==> config.mk <==
export PLATFORM = sky130hd
export DESIGN_NAME = sram_ctrl
export DESIGN_NICKNAME = d
export VERILOG_FILES = /design/src/rtl/sram_ctrl_pkg.sv /design/src/rtl/sram_ctrl_seq.sv /design/src/rtl/sram_ctrl_dp.sv /design/src/rtl/sram_ctrl.sv
export SDC_FILE = /design/constraint.sdc
export NUM_CORES = 1
export LEC_CHECK = 0
export BUFFER_PORTS_ARGS = -buffer_cell sky130_fd_sc_hd__buf_4
export CELL_PAD_IN_SITES_DETAIL_PLACEMENT = 1
export CELL_PAD_IN_SITES_GLOBAL_PLACEMENT = 1
export CORE_UTILIZATION = 30
export CTS_BUF_LIST = sky130_fd_sc_hd__clkbuf_4
export DETAILED_ROUTE_END_ITERATION = 7
export MAX_ROUTING_LAYER = met4
export PLACE_DENSITY = 0.81
export SLEW_MARGIN = 20
export SYNTH_ARGS = -nofsm -noshare
export SYNTH_HDL_FRONTEND = slang
export SYNTH_HIERARCHICAL = 1
export SYNTH_SLANG_ARGS = --single-unit
export TNS_END_PERCENT = 20
==> constraint.sdc <==
create_clock -name clk -period 3 [get_ports clk]
set_input_delay 0.3 -clock clk [delete_from_list [all_inputs] [get_ports clk]]
set_output_delay 0.3 -clock clk [all_outputs]
set_load 0.05 [all_outputs]
==> src/rtl/sram_ctrl_pkg.sv <==
package sram_ctrl_pkg;

  typedef enum logic [2:0] {
    ST_IDLE,
    ST_WRITE,
    ST_WHOLD,
    ST_WPAD,
    ST_READ,
    ST_RTURN
  } seq_state_t;

  localparam int LIM_CYCLE   = 0;
  localparam int LIM_WPULSE  = 1;
  localparam int LIM_ADDR_WE = 2;
  localparam int LIM_SEL_WE  = 3;
  localparam int LIM_DSETUP  = 4;
  localparam int LIM_ACCESS  = 5;
  localparam int LIM_OE_ACC  = 6;
  localparam int LIM_RELEASE = 7;

  function automatic int limit_ns(input int grade, input int which);
    int v;
    case (which)
      LIM_CYCLE:   v = (grade == 0) ? 55 : 70;
      LIM_WPULSE:  v = (grade == 0) ? 40 : 50;
      LIM_ADDR_WE: v = (grade == 0) ? 45 : 60;
      LIM_SEL_WE:  v = (grade == 0) ? 45 : 60;
      LIM_DSETUP:  v = (grade == 0) ? 25 : 30;
      LIM_ACCESS:  v = (grade == 0) ? 55 : 70;
      LIM_OE_ACC:  v = (grade == 0) ? 25 : 35;
      default:     v = (grade == 0) ? 20 : 25;
    endcase
    return v;
  endfunction

  function automatic int to_cycles(input int t_ns, input int clk_ns);
    int c;
    c = (t_ns + clk_ns - 1) / clk_ns;
    return (c < 1) ? 1 : c;
  endfunction

  function automatic int max2(input int a, input int b);
    return (a > b) ? a : b;
  endfunction

endpackage

==> src/rtl/sram_ctrl_seq.sv <==
module sram_ctrl_seq
  import sram_ctrl_pkg::*;
#(
  parameter int WR_PULSE = 5,
  parameter int WR_PAD   = 0,
  parameter int RD_CYC   = 6,
  parameter int TURN_CYC = 2
) (
  input  logic clk,
  input  logic rst,
  input  logic req_valid,
  input  logic req_write,
  output logic req_ready,
  output logic accept,
  output logic rd_done,
  output logic cs1_n,
  output logic cs2,
  output logic oe_n,
  output logic we_n,
  output logic dq_oe
);

  localparam int CMAX  = max2(max2(WR_PULSE, WR_PAD), max2(RD_CYC, TURN_CYC));
  localparam int CNT_W = $clog2(CMAX + 1);
  localparam int RUN_W = CNT_W + 2;
  localparam int GAP_LIM = TURN_CYC + 1;

  seq_state_t state, state_n;
  logic [CNT_W-1:0] cnt, cnt_n;

  assign accept = req_ready && req_valid;

  always_comb begin
    state_n = state;
    cnt_n   = cnt;
    rd_done = 1'b0;
    case (state)
      ST_IDLE: begin
        if (accept) begin
          if (req_write) begin
            state_n = ST_WRITE;
            cnt_n   = CNT_W'(WR_PULSE - 1);
          end else begin
            state_n = ST_READ;
            cnt_n   = CNT_W'(RD_CYC - 1);
          end
        end
      end
      ST_WRITE: begin
        if (cnt == '0) state_n = ST_WHOLD;
        else cnt_n = cnt - CNT_W'(1);
      end
      ST_WHOLD: begin
        if (WR_PAD > 0) begin
          state_n = ST_WPAD;
          cnt_n   = CNT_W'(WR_PAD - 1);
        end else begin
          state_n = ST_IDLE;
        end
      end
      ST_WPAD: begin
        if (cnt == '0) state_n = ST_IDLE;
        else cnt_n = cnt - CNT_W'(1);
      end
      ST_READ: begin
        if (cnt == '0) begin
          state_n = ST_RTURN;
          cnt_n   = CNT_W'(TURN_CYC - 1);
          rd_done = 1'b1;
        end else begin
          cnt_n = cnt - CNT_W'(1);
        end
      end
      ST_RTURN: begin
        if (cnt == '0) state_n = ST_IDLE;
        else cnt_n = cnt - CNT_W'(1);
      end
      default: state_n = ST_IDLE;
    endcase
  end

  // strobes are registered straight from the next state
  always_ff @(posedge clk) begin
    if (rst) begin
      state     <= ST_IDLE;
      cnt       <= '0;
      req_ready <= 1'b1;
      cs1_n     <= 1'b1;
      cs2       <= 1'b0;
      oe_n      <= 1'b1;
      we_n      <= 1'b1;
      dq_oe     <= 1'b0;
    end else begin
      state     <= state_n;
      cnt       <= cnt_n;
      req_ready <= (state_n == ST_IDLE);
      cs1_n     <= !(state_n == ST_WRITE || state_n == ST_READ);
      cs2       <=  (state_n == ST_WRITE || state_n == ST_READ);
      oe_n      <= !(state_n == ST_READ);
      we_n      <= !(state_n == ST_WRITE);
      dq_oe     <=  (state_n == ST_WRITE || state_n == ST_WHOLD);
    end
  end

  // watch counters for the pulse and gap assertions
  logic [RUN_W-1:0] we_run;
  logic [RUN_W-1:0] oe_gap;

  always_ff @(posedge clk) begin
    if (rst) begin
      we_run <= '0;
      oe_gap <= RUN_W'(GAP_LIM);
    end else begin
      if (!we_n) we_run <= (we_run == '1) ? we_run : we_run + RUN_W'(1);
      else       we_run <= '0;
      if (!oe_n)                        oe_gap <= '0;
      else if (oe_gap < RUN_W'(GAP_LIM)) oe_gap <= oe_gap + RUN_W'(1);
    end
  end

  assert_reset_state_R1: assert property (@(posedge clk) disable iff (rst)
    $past(rst) |-> (cs1_n && !cs2 && we_n && oe_n && !dq_oe && req_ready));

  assert_idle_deselect_R2: assert property (@(posedge clk) disable iff (rst)
    req_ready |-> (cs1_n && !cs2));

  assert_we_width_R3: assert property (@(posedge clk) disable iff (rst)
    $rose(we_n) |-> (we_run == RUN_W'(WR_PULSE)));

  assert_drive_window_R5: assert property (@(posedge clk) disable iff (rst)
    dq_oe |-> (!we_n || $past(!we_n)));

  assert_no_read_write_overlap_R6: assert property (@(posedge clk) disable iff (rst)
    !(!oe_n && !we_n));

  assert_turn_gap_R7: assert property (@(posedge clk) disable iff (rst)
    $rose(dq_oe) |-> (oe_gap >= RUN_W'(GAP_LIM)));

endmodule

==> src/rtl/sram_ctrl_dp.sv <==
module sram_ctrl_dp #(
  parameter int ADDR_W = 20,
  parameter int DATA_W = 8
) (
  input  logic              clk,
  input  logic              rst,
  input  logic              accept,
  input  logic              rd_done,
  input  logic [ADDR_W-1:0] req_addr,
  input  logic [DATA_W-1:0] req_wdata,
  input  logic [DATA_W-1:0] mem_dq_in,
  output logic [ADDR_W-1:0] mem_addr,
  output logic [DATA_W-1:0] mem_dq_out,
  output logic              rsp_valid,
  output logic [DATA_W-1:0] rsp_rdata
);

  always_ff @(posedge clk) begin
    if (rst) begin
      mem_addr   <= '0;
      mem_dq_out <= '0;
      rsp_valid  <= 1'b0;
      rsp_rdata  <= '0;
    end else begin
      if (accept) begin
        mem_addr   <= req_addr;
        mem_dq_out <= req_wdata;
      end
      rsp_valid <= rd_done;
      if (rd_done) rsp_rdata <= mem_dq_in;
    end
  end

  assert_rsp_pulse_R6: assert property (@(posedge clk) disable iff (rst)
    rsp_valid |=> !rsp_valid);

  assert_addr_hold_R8: assert property (@(posedge clk) disable iff (rst)
    !accept |=> ($stable(mem_addr) && $stable(mem_dq_out)));

endmodule

==> src/rtl/sram_ctrl.sv <==
module sram_ctrl
  import sram_ctrl_pkg::*;
#(
  parameter int CLK_PERIOD_NS = 10,
  parameter int SPEED_GRADE   = 0,
  parameter int ADDR_W        = 20,
  parameter int DATA_W        = 8
) (
  input  logic              clk,
  input  logic              rst,
  input  logic              req_valid,
  output logic              req_ready,
  input  logic              req_write,
  input  logic [ADDR_W-1:0] req_addr,
  input  logic [DATA_W-1:0] req_wdata,
  output logic              rsp_valid,
  output logic [DATA_W-1:0] rsp_rdata,
  output logic [ADDR_W-1:0] mem_addr,
  output logic              mem_cs1_n,
  output logic              mem_cs2,
  output logic              mem_oe_n,
  output logic              mem_we_n,
  output logic [DATA_W-1:0] mem_dq_out,
  output logic              mem_dq_oe,
  input  logic [DATA_W-1:0] mem_dq_in
);

  localparam int C_CYCLE = to_cycles(limit_ns(SPEED_GRADE, LIM_CYCLE),   CLK_PERIOD_NS);
  localparam int C_WP    = to_cycles(limit_ns(SPEED_GRADE, LIM_WPULSE),  CLK_PERIOD_NS);
  localparam int C_AW    = to_cycles(limit_ns(SPEED_GRADE, LIM_ADDR_WE), CLK_PERIOD_NS);
  localparam int C_CW    = to_cycles(limit_ns(SPEED_GRADE, LIM_SEL_WE),  CLK_PERIOD_NS);
  localparam int C_DW    = to_cycles(limit_ns(SPEED_GRADE, LIM_DSETUP),  CLK_PERIOD_NS);
  localparam int C_AA    = to_cycles(limit_ns(SPEED_GRADE, LIM_ACCESS),  CLK_PERIOD_NS);
  localparam int C_OE    = to_cycles(limit_ns(SPEED_GRADE, LIM_OE_ACC),  CLK_PERIOD_NS);
  localparam int C_HZ    = to_cycles(limit_ns(SPEED_GRADE, LIM_RELEASE), CLK_PERIOD_NS);

  localparam int WR_PULSE = max2(max2(C_WP, C_AW), max2(C_CW, C_DW));
  localparam int WR_PAD   = (C_CYCLE > WR_PULSE + 1) ? (C_CYCLE - WR_PULSE - 1) : 0;
  localparam int RD_CYC   = max2(max2(C_AA, C_OE), C_CYCLE);
  localparam int TURN_CYC = C_HZ;

  logic accept;
  logic rd_done;

  sram_ctrl_seq #(
    .WR_PULSE (WR_PULSE),
    .WR_PAD   (WR_PAD),
    .RD_CYC   (RD_CYC),
    .TURN_CYC (TURN_CYC)
  ) u_seq (
    .clk       (clk),
    .rst       (rst),
    .req_valid (req_valid),
    .req_write (req_write),
    .req_ready (req_ready),
    .accept    (accept),
    .rd_done   (rd_done),
    .cs1_n     (mem_cs1_n),
    .cs2       (mem_cs2),
    .oe_n      (mem_oe_n),
    .we_n      (mem_we_n),
    .dq_oe     (mem_dq_oe)
  );

  sram_ctrl_dp #(
    .ADDR_W (ADDR_W),
    .DATA_W (DATA_W)
  ) u_dp (
    .clk        (clk),
    .rst        (rst),
    .accept     (accept),
    .rd_done    (rd_done),
    .req_addr   (req_addr),
    .req_wdata  (req_wdata),
    .mem_dq_in  (mem_dq_in),
    .mem_addr   (mem_addr),
    .mem_dq_out (mem_dq_out),
    .rsp_valid  (rsp_valid),
    .rsp_rdata  (rsp_rdata)
  );

endmodule

Yosys cells after proc, flatten, opt, wreduce, memory -nomap -nowiden:

Index checks and enable logic that the tools add are counted.

* register bits after elaboration: 49
* input bits: 40
* output and inout bits: 43
* logic and storage cells: 48

* $add $sub $neg: 1
* equal/unequal tests: 9
* muxes and demuxes: 13
* reduce and logical (&&, ||, !) cells: 13

Operators with widths (count)
* $mux W3: 8
* $pmux W3 S4: 1
* $eq A3 B3 Y1 const B: 3
* $logic_not A3 Y1: 3
* $pmux W3 S3: 1
* $eq A3 B1 Y1 const B: 2
* $eq A3 B2 Y1 const B: 2
* $ne A2 B2 Y1 const B: 2
* $logic_not A1 Y1: 3
* $mux W1: 3
* $reduce_and A3 Y1: 1
* $reduce_bool A3 Y1: 1
* $reduce_or A3 Y1: 1
* $sub A3 B1 Y3 const B: 1
* $logic_or A1 B1 Y1: 2
* $reduce_or A2 Y1: 1
* $logic_and A1 B1 Y1: 1

Logic depth before layout (Yosys ltp):

* depth in word-level cells: 6
* mapped depth: 8
* mapped depth without buffers: 7

Cells and area by module:

The synthesis kept the hierarchy.

By module, submodules not included
* sram_ctrl_dp: times used 1, cells an instance 118, area each 1321.3 um2, seq. area each 740.7 um2
* sram_ctrl_seq: times used 1, cells an instance 74, area each 631.9 um2, seq. area each 240.2 um2

Least setup slack after synthesis:

OpenSTA, ideal clock, no wires.

* path kind: reg-to-reg
* from: reg u_seq.cnt[0]
* to: reg u_dp.rsp_rdata[2]
* library setup time: 0.117 ns
* arrival: 1.495 ns
* required time: 2.883 ns
* slack: 1.388 ns
* cell stages (with the launch flop): 9
* buffers on the path: 1
* period minus slack after synthesis: 1.612 ns
* cells stage by stage: dfxtp_1 inv_1 ha_1 nand2b_1 or3_1 inv_1 buf_4 mux2i_1 nor2_1

* word-level cells in the longest chain between the ends: 3

Ends and longest elaborated chain
* start: declaration: line sram_ctrl_seq.sv:29 `logic [CNT_W-1:0] cnt, cnt_n;`
* start signal: assignment: line sram_ctrl_seq.sv:95 `cnt <= cnt_n;`
* $logic_not A3 Y1: line sram_ctrl_seq.sv:66 `if (cnt == '0) begin`
* $mux W1: line sram_ctrl_seq.sv:66
* $mux W1: line sram_ctrl_seq.sv:37 `case (state)`
* via rd_done: line sram_ctrl.sv:43 `logic rd_done;`
* end signal: assignment: line sram_ctrl_dp.sv:30 `if (rd_done) rsp_rdata <= mem_dq_in;`
* end: declaration: line sram_ctrl_dp.sv:15 `output logic [DATA_W-1:0] rsp_rdata`

The timed path passes the listed nets, and every way through them passes these cells.
A chain may end at the register's enable or synchronous reset.

Final worst setup path:

* from: reg u_seq.cnt[1]
* to: reg u_dp.rsp_rdata[1]

The elaborated chain is that of the path after synthesis.

==> flow_metrics.tcl <==
set metrics [dict create \
    outcome "finished clean" \
    worstSetupEndpointType "register" \
    final_cells 347 \
    layout_cell_share_with_drive_strength_beyond_1_pct 34.1 \
    clockPowerShare_pct 13.7 \
    post-cts-setup-buffer-count 0 \
    gr-usage-all-layers_pct 14.6 \
    timing.reg2reg.setup_slack_ns 1.05 \
    antenna_cells_inserted 0 \
    synth-seq-area-share_pct 50.2 \
    area_growth_syn_to_layout_pct 34.4 \
    netlist-cell-type-count 35 \
    cap_viol_max_count 0 \
    min_period_over_period_pct 65.2 \
    cts.repair.resized 0 \
    critical_path.endpoint "u_dp/rsp_rdata[1]$_SDFFE_PP0P_" \
    worst-path-max-fanout 9 \
    cts-htree-levels 2 \
    finalWirelength_um 4760 \
    postCtsHoldBufs 0 \
    synth_area_per_cell_sq_um 10.2 \
    finalSetupTns_ns 0 \
    clock_sinks 49 \
    clockRootBuffer "clkbuf_4" \
    place.detailed.hpwl_um 3500 \
    detail_route.first_pass.iterations 4 \
    cell_internal_pwr_mw 1.28 \
    rsz0062_at_grt "no" \
    post-synth-top-area-cell "dfxtp_1" \
    clk_latency_ns 0.35 \
    ys.warnings.count 6 \
    cp.arrival_ns 2.18 \
    mappedNetlistArea_sq_um 1950 \
    hold-worst-slack_ns 0.168 \
    irDropWorstVdd_v 0.000395 \
    fin_crit_ns 1.95 \
    grt-ovfl-total 0 \
    number_of_flip_flops_and_latches_in_the_synthesized_netlist 49 \
    number_of_vias_after_detailed_routing 1642 \
    slew_hr_pct 56.9 \
    post_synth_top_area_share_pct 50.2 \
    floorplan.core_area_sq_um 6310 \
    num_rows 29 \
    switching_share_pct 43.5 \
    final_design_area_no_fill_sq_um 2630 \
    cts-buffers-inserted 5 \
    port_buffers 82 \
    power-per-cell-area_nw_per_um2 861 \
    initialDrtViolationCount 49 \
    worst_r2r_path_depth 7 \
    grt_max_degree 46 \
    startpoint_type "register" \
    clk_transition_reported_paths_ns 0.14 \
    pwr-share-seq_pct 38.6 \
    nNetsFinal 311 \
    syn-num-nets 234 \
    cts_tree "yes" \
    design_power_total_mw 2.26 \
    top_level_ports 83 \
    antenna_found_initial 0 \
    wire_per_inst_um 13.7 \
    worst_clock_skew_ns 0.0134 \
    setup-violations-final 0 \
    first_pass_grt_wire_length_um 7320 \
    timing_hold_violations_final 0 \
    hold_path_class "primary input to register" \
    synthCells 192 \
    dpl.cell_count 339 \
    timing_worst_slew_pin_value_ns 0.646 \
    total_leakage_power_nw 1.21 \
    grt_pass1_vias 1575 \
    worst_r2r_startpoint "u_seq/cnt[1]$_SDFFE_PP0P_" \
    power_switching_uw 984 \
    critical_path_class "register to register" \
    route.detailed.drc 0 \
    floorplan.die.height_um 82.7 \
    crit-reg2reg-capture "u_dp/rsp_rdata[1]$_SDFFE_PP0P_" \
    avgViaCountPerCell 4.73 \
    postPlaceCellArea_sq_um 2560 \
    global_placer_s_final_weighted_congestion 0.822 \
    die_w_um 82.7 \
    clockBufferDepth 2 \
    min-delay-start "req_wdata[6]" \
    power.share.combinational_pct 47.8 \
    floorplan.die_area_sq_um 6840 \
    maxClockFrequency_ghz 0.512 \
    final-max-slew-violation-count 0 \
    source_of_the_critical_timing_path "u_seq/cnt[1]$_SDFFE_PP0P_" \
    ys_top_cells_by_area "dfxtp_1 (50%), mux2i_1 (18%), nor2_1 (8.5%), buf_12 (2.0%), buf_2 (1.5%)" \
    initial_core_utilization_pct 30.9 \
    antenna_left 0 \
    worst_endpoint_required_time_ns 3.23 \
]
[worst min path at each step]
| stage | slack (ns) | cells past startpoint | endpoint |
|---|---|---|---|
| after floorplan | 0.45 | 2 | u_dp/mem_addr[0]$_SDFFE_PP0P_ |
| final | 0.17 | 3 | u_dp/mem_dq_out[6]$_SDFFE_PP0P_ |
| after global routing | 0.15 | 3 | u_dp/mem_addr[5]$_SDFFE_PP0P_ |
| after CTS | 0.15 | 3 | u_dp/mem_dq_out[6]$_SDFFE_PP0P_ |
| after detailed placement | 0.49 | 2 | u_dp/mem_addr[14]$_SDFFE_PP0P_ |
| after global placement | 0.47 | 2 | u_dp/mem_addr[18]$_SDFFE_PP0P_ |
[power groups by stage]
stage	Combinational, mW	Sequential, mW	Clock, mW
finish	1.08	0.872	0.309
CTS	1.09	0.872	0.332
floorplan	0.547	1.18	0
global route	1.17	0.891	0.354
global placement	1.07	0.880	0
detailed placement	1.09	0.885	0
[flip-flops by register name (all words and copies together) (netlist names)]
signal	count
u_dp/mem_addr	20
u_dp/mem_dq_out	8
u_dp/rsp_rdata	8
u_dp/rsp_valid	1
u_seq/cnt	3
u_seq/cs1_n	1
u_seq/cs2	1
u_seq/dq_oe	1
u_seq/oe_n	1
u_seq/req_ready	1
u_seq/state	3
u_seq/we_n	1
[cells in the mapped netlist (all sizes together)]
library cell  instances
a22o                  2
a31oi                 2
nand3b                3
mux2i                36
buf                  13
o31ai                 1
a22oi                 1
nor2                 44
nand2                 4
o211a                 1
a41oi                 1
o21ai                 4
or3                   1
a2bb2oi               1
a32oi                 1
o21ba                 1
a211oi                1
a21oi                 2
nor3                  3
nor2b                 3
ha                    2
o211ai                1
dfxtp                49
nand2b                4
a222oi                1
inv                   5
nand4b                1
nand4                 1
and3                  1
a221oi                1
xnor2                 1
[through the flow]
| stage | utilization, % | setup WS, ns |
|---|---|---|
| finish | 41.6 | 1.05 |
| global route | 41.6 | 0.884 |
| CTS | 41.6 | 0.997 |
| detailed placement | 40.6 | 1.07 |
| global placement | 40.6 | 1.14 |
| floorplan | - | 1.39 |
[cell usage in the layout, fill, tap and decap left out, drive strengths merged, types with 2 or more instances in the layout]
cell	synthesis	layout
clkbuf	0	7
o21ai	4	4
mux2i	36	36
nand2	4	4
nor3	3	3
nor2b	3	3
buf	13	83
a21oi	2	2
a22o	2	2
ha	2	2
nand3b	3	3
dfxtp	49	49
nand2b	4	4
a31oi	2	2
inv	5	5
nor2	44	44
[per-layer routing]
metal | share of wire (%) | track usage, % | wire, um
met1 | 43 | 17.0 | 2070
met2 | 48 | 24.4 | 2290
met3 | 7.0 | 3.63 | 335
met4 | 1.4 | 5.17 | 66
met5 | 0 | - | 0
[critical path, stage by stage (launching register included)]
cell,delay (ns)
dfxtp_1,0.33
inv_1,0.10
ha_1,0.22
nand2b_1,0.16
or3_1,0.40
inv_1,0.34
mux2i_1,0.23
nor2_1,0.06
[area by class of cell]
class | count | area, sq um
Clock buffer | 7 | 52.6
Inverter | 5 | 18.8
Fill cell | 738 | 3690
Sequential cell | 49 | 981
Timing Repair Buffer | 83 | 623
Multi-Input combinational cell | 125 | 846
Tap cell | 77 | 96.3
Clock inverter | 1 | 7.51
[cells by family (layout without fill, tap and decap cells)]
group / count (synthesis) / in the layout / share of synthesized area, %
adders and majority gates: 2 / 2 / 1.28
DFF: 49 / 49 / 50.2
AOI/OAI and AO/OA: 21 / 21 / 8.33
and+or+nand+nor: 65 / 65 / 14.8
buffers and inverters: 18 / 96 / 6.47
xor gates and xnor gates: 1 / 1 / 0.449
muxes: 36 / 36 / 18.4
No activity file was read; power rests on OpenSTA's default activity.
